### src/rtl/ptc_pkg.sv
package ptc_pkg;

   typedef enum logic [2:0] {
      ST_OK    = 3'd0,
      ST_INVPI = 3'd1,
      ST_GUARD = 3'd2,
      ST_APP   = 3'd3,
      ST_REF   = 3'd4
   } ptc_status_e;

   typedef enum logic [1:0] {
      PTC_IDLE,
      PTC_RUN,
      PTC_DRAIN,
      PTC_FIN
   } ptc_state_e;

   // Tuple in stream order: guard first, reference tag last.
   typedef struct packed {
      logic [15:0] guard;
      logic [15:0] app;
      logic [31:0] reftag;
   } ptc_tuple_t;

   localparam int TUPLE_BYTES = 8;

endpackage

### src/rtl/ptc_judge.sv
module ptc_judge
   import ptc_pkg::*;
(
   input  logic [1:0]  ptype,
   input  logic        en_guard,
   input  logic        en_app,
   input  logic        en_ref,
   input  ptc_tuple_t  tup,
   input  logic [15:0] crc,
   input  logic [15:0] exp_app,
   input  logic [15:0] app_mask,
   input  logic [31:0] exp_ref,
   output ptc_status_e verdict
);
   logic skip;

   always_comb begin
      unique case (ptype)
         2'd1, 2'd2: skip = (tup.app == 16'hFFFF);
         2'd3:       skip = (tup.app == 16'hFFFF) && (tup.reftag == 32'hFFFF_FFFF);
         default:    skip = 1'b0;
      endcase
   end

   // Last assignment wins: guard outranks application outranks reference.
   always_comb begin
      verdict = ST_OK;
      if (!skip) begin
         if (en_ref && (tup.reftag != exp_ref))                 verdict = ST_REF;
         if (en_app && (((tup.app ^ exp_app) & app_mask) != '0)) verdict = ST_APP;
         if (en_guard && (tup.guard != crc))                     verdict = ST_GUARD;
      end
   end
endmodule

### config.mk
export PLATFORM = sky130hd
export DESIGN_NAME = ptc_judge
export DESIGN_NICKNAME = d
export VERILOG_FILES = /design/src/rtl/ptc_pkg.sv /design/src/rtl/ptc_judge.sv
export SDC_FILE = /design/constraint.sdc
export NUM_CORES = 1
export LEC_CHECK = 0
export BUFFER_PORTS_ARGS = -buffer_cell sky130_fd_sc_hd__buf_4
export CORE_MARGIN = 2
export CORE_UTILIZATION = 26
export DETAILED_ROUTE_END_ITERATION = 6
export GPL_TIMING_DRIVEN = 1
export PLACE_DENSITY_LB_ADDON = 0.2
export SETUP_SLACK_MARGIN = 0.3
export SYNTH_ARGS = -nofsm -noshare
export SYNTH_HDL_FRONTEND = slang
export SYNTH_SLANG_ARGS = --single-unit
### constraint.sdc
create_clock -name vclk -period 1.39
set_clock_uncertainty 0.1 [all_clocks]
set_input_delay 0.278 -clock vclk [all_inputs]
set_output_delay 0.278 -clock vclk [all_outputs]
set_load 0.1 [all_outputs]
# Word level (Yosys, flattened, before mapping)
# Cells that the tools add are included.
# W data, S select, Z words.
# word_totals
reg_bits,0
# op_classes
eq_ne,7
muxes,5
bitwise,2
n_reduce_logical,6
# op_table
op,count
$eq A32 B32 Y1 const B,1
$ne A32 B32 Y1,1
$and A16 B16 Y16,1
$eq A16 B16 Y1 const B,1
$ne A16 B16 Y1,1
$reduce_bool A16 Y1,1
$xor A16 B16 Y16,1
$mux W3,4
$eq A2 B2 Y1 const B,2
$logic_and A1 B1 Y1,4
$eq A2 B1 Y1 const B,1
$pmux W1 S2,1
$reduce_or A2 Y1,1

# Logic depth before layout (Yosys ltp)
# logic_depth
word_depth,7
mapped_depth,6
mapped_depth_nobuf,6

# Worst setup path before layout
# No wires, ideal clock.
# synth_timing
kind,in2out
from,input port crc[7]
to,output port verdict[2]
t_arrival_ps,3243
path_slack_ps,-2231
path_stages,5
path_buffers,0
cell_sequence,xnor2_1 > nand4_1 > o41ai_2 > o21ai_1 > nor3b_1
# synth_between
elab_chain_cells,4
# synth_lines
element,line,rtl
start: declaration,ptc_judge.sv:9,"input logic [15:0] crc,"
$ne A16 B16 Y1,ptc_judge.sv:31,if (en_guard && (tup.guard != crc)) verdict = ST_GUARD;
$logic_and A1 B1 Y1,ptc_judge.sv:31,
$mux W3,ptc_judge.sv:31,
$mux W3,ptc_judge.sv:28,if (!skip) begin
end: declaration,ptc_judge.sv:13,output ptc_status_e verdict
# Every way passes these cells.

# Worst setup path after layout
# layout_timing
from,input port crc[13]
to,output port verdict[2]
# The elaborated chain is that of the path after synthesis.

==> reports/summary.txt <==
Run status: finished, violations left
Violated checks: setup timing
Detailed placement HPWL: 3890 um
Switching power total: 0.251 mW
Arr. time, crit path: 1.67 ns
Post-synth top area share: 0.460
Worst Max-Slew Pin Slew: 0.343 ns
Final Wtd Congestion: 0.865
Seq Cell Count: 0
Worst setup SP type: input port
DRT Wirelength: 4240 um
Largest delay share family, worst path: compound AO/OA/AOI/OAI gates
Type of the setup path with the least slack: input port to primary output
Max FO, Critical Path: 2
Count of final hold-check violations: 0
Floorplan row count: 21
Maximum number of pins on one net before global-route repair: 3
Clock group share of total power: 0
Cell type contributing the most total cell area after synthesis: xor2_1
Power per cell area: 293 mW/mm^2
Worst hold path stage count: 5
Endpoint of the worst hold-timing path: verdict[0]
Remaining antenna violation count after routing: 0
Vias per std cell: 4.66
Cell with the largest stage delay on the worst path: o41ai_2
Port Buf Inserts: 152
Maximum clock frequency: 488 MHz
Total die area: 0.00401 sq mm
Clock buffer count in the final layout: 0
Combinational cell fraction of total power: 1.000
Total number of yosys warnings: 0
Count of max-cap constraint violations: 0
Number of buffers and inverters on the critical path: 2
Cell Chain, Critical Path: buf_4 -> xnor2_2 -> nand4_1 -> o41ai_2 -> o21ai_2 -> nor3b_4 -> buf_12
Net count after synthesis: 269
Violation count after the first detailed-route iteration: 53
Worst hold path class: input port to primary output
Post-synth top cells: xor2_1, nand4_1, xnor2_1, nor4_1, a22oi_1
Antenna violations before repair: 0
Proportion of power drawn by flip-flops and latches: 0
Internal power consumption: 0.447 mW
RSZ-0062 raised after global routing: true
Initial Utilization: 0.272
Cell Area, Synth: 915 sq um
Top cells by area in the synthesized netlist: xor2_1, xnor2_1, nand4_1, nor4_1, a22oi_1
Number of vias after detailed routing: 1,532
Die width: 63.3 um
Type of element capturing the critical path: primary output
Final Net Count: 436
Count of cell types in the netlist: 17
Worst max-slew margin expressed relative to the limit: 0.769
Layout filler cell count: 286
First-pass GRT wire length: 6820 um
Number of I/O pins: 152
Share of cells above drive strength 1: 0.636
Final design instance area without fill: 0.00238 sq mm
Final min period: 2.05 ns
Number of global-route vias before repair: 1,614
Final clock period utilization by the worst path: 1.47
Switching power as a share of total power: 0.359
Power, Total: 0.697 mW
Worst VDD drop: 142 uV
Hold-fix buffer count after cts: 0
Height of the die: 63.3 um
Cell with the most instances after synthesis: xor2_1
Leftover overflow at the end of global routing: 0
Setup-violating endpoint count in the final report: 3
Area after DPL: 0.00224 sq mm
Seq/Total Area, Yosys: 0
Number of antenna diodes: 0
Mean instance size in the synthesized netlist: 7.75 sq um
Storage cell area: 0 sq um
Max-slew violations: 0
Core region area: 0.00336 sq mm
Wire per inst: 12.9 um
Pre-Repair DR Iteration Count: 4
Leakage power: 1.20 nW
Global Route Usage Sum: 0.204
Post-Syn Instances: 118
CP max stage delay: 0.42 ns
Core occupancy in the finished layout: 0.708
Worst EP required: 1.01 ns
Synthesis-to-finish area growth: 160%
Slack of the critical path: -0.660 ns
Worst Hold Launch: en_guard
Drc violations: 0
## how the worst max path moves through the flow
stage            start         end  slack, ns  cells past startpoint
2_1_floorplan   crc[8]  verdict[2]      -0.93                      5
3_3_place_gp    crc[8]  verdict[2]      -0.70                      7
3_5_place_dp    crc[5]  verdict[2]      -0.75                      7
4_1_cts        tup[53]  verdict[2]      -0.67                      7
5_1_grt        crc[12]  verdict[2]      -0.74                      7
6_report       crc[13]  verdict[2]      -0.66                      7
## metal layers
metal,up-vias,part of all wire,global-route usage
met5,-,0,0
met4,0,0.015,0.0299
met3,8,0.10,0.0518
met2,84,0.55,0.407
met1,668,0.34,0.218
li1,772,-,-
## stage by stage
stage,setup WS (ns),instances,setup TNS [ns],hold slack (ns)
after floorplan,-0.930,118,-2.53,0.735
after global placement,-0.700,327,-1.84,0.953
after detailed placement,-0.755,327,-1.94,0.965
after CTS,-0.667,328,-1.80,0.920
after global routing,-0.739,329,-2.08,0.939
final,-0.660,329,-1.85,0.919
## cell usage in the layout (no fill, tap or decap), drive strengths merged, types with 3 or more instances in the layout
cell type / synthesis / layout
nor4: 11 / 11
buf: 0 / 165
xnor2: 16 / 16
a22oi: 8 / 8
o21ai: 3 / 3
nand4: 18 / 18
xor2: 48 / 48
## final cells by class
cell class                      count  area [sq um]  area share
Inverter                            2          7.51     0.00315
Multi-Input combinational cell    116          1010       0.424
Tap cell                           46          57.6      0.0242
Timing Repair Buffer              165          1310       0.549
## what timing repair did
item / 4_1_cts / 5_1_grt
gates resized for setup: 18 / 7
pin swaps: 7 / 4
cloned: 0 / 0
endpoints found under the setup margin: 3 / 3
setup buffers: 1 / 1
## power groups by stage
stage	sequential [mW]	combinational (mW)	clock, mW
6_report	0	0.697	0
5_1_grt	0	0.760	0
4_1_cts	0	0.688	0
3_5_place_dp	0	0.656	0
3_3_place_gp	0	0.649	0
2_1_floorplan	0	0.225	0
## kinds of logic (layout without fill, tap and decap cells)
kind of cell             count (synthesis)  after routing  synth area share
buffers and inverters                    2            167           0.00821
AND/OR/NAND/NOR                         36             36             0.239
XOR/XNOR                                64             64             0.613
adder cells (fa/ha/maj)                  2              2            0.0274
AO/OA/AOI/OAI                           14             14             0.112
Note: power is estimated with default switching activity, not from simulation.
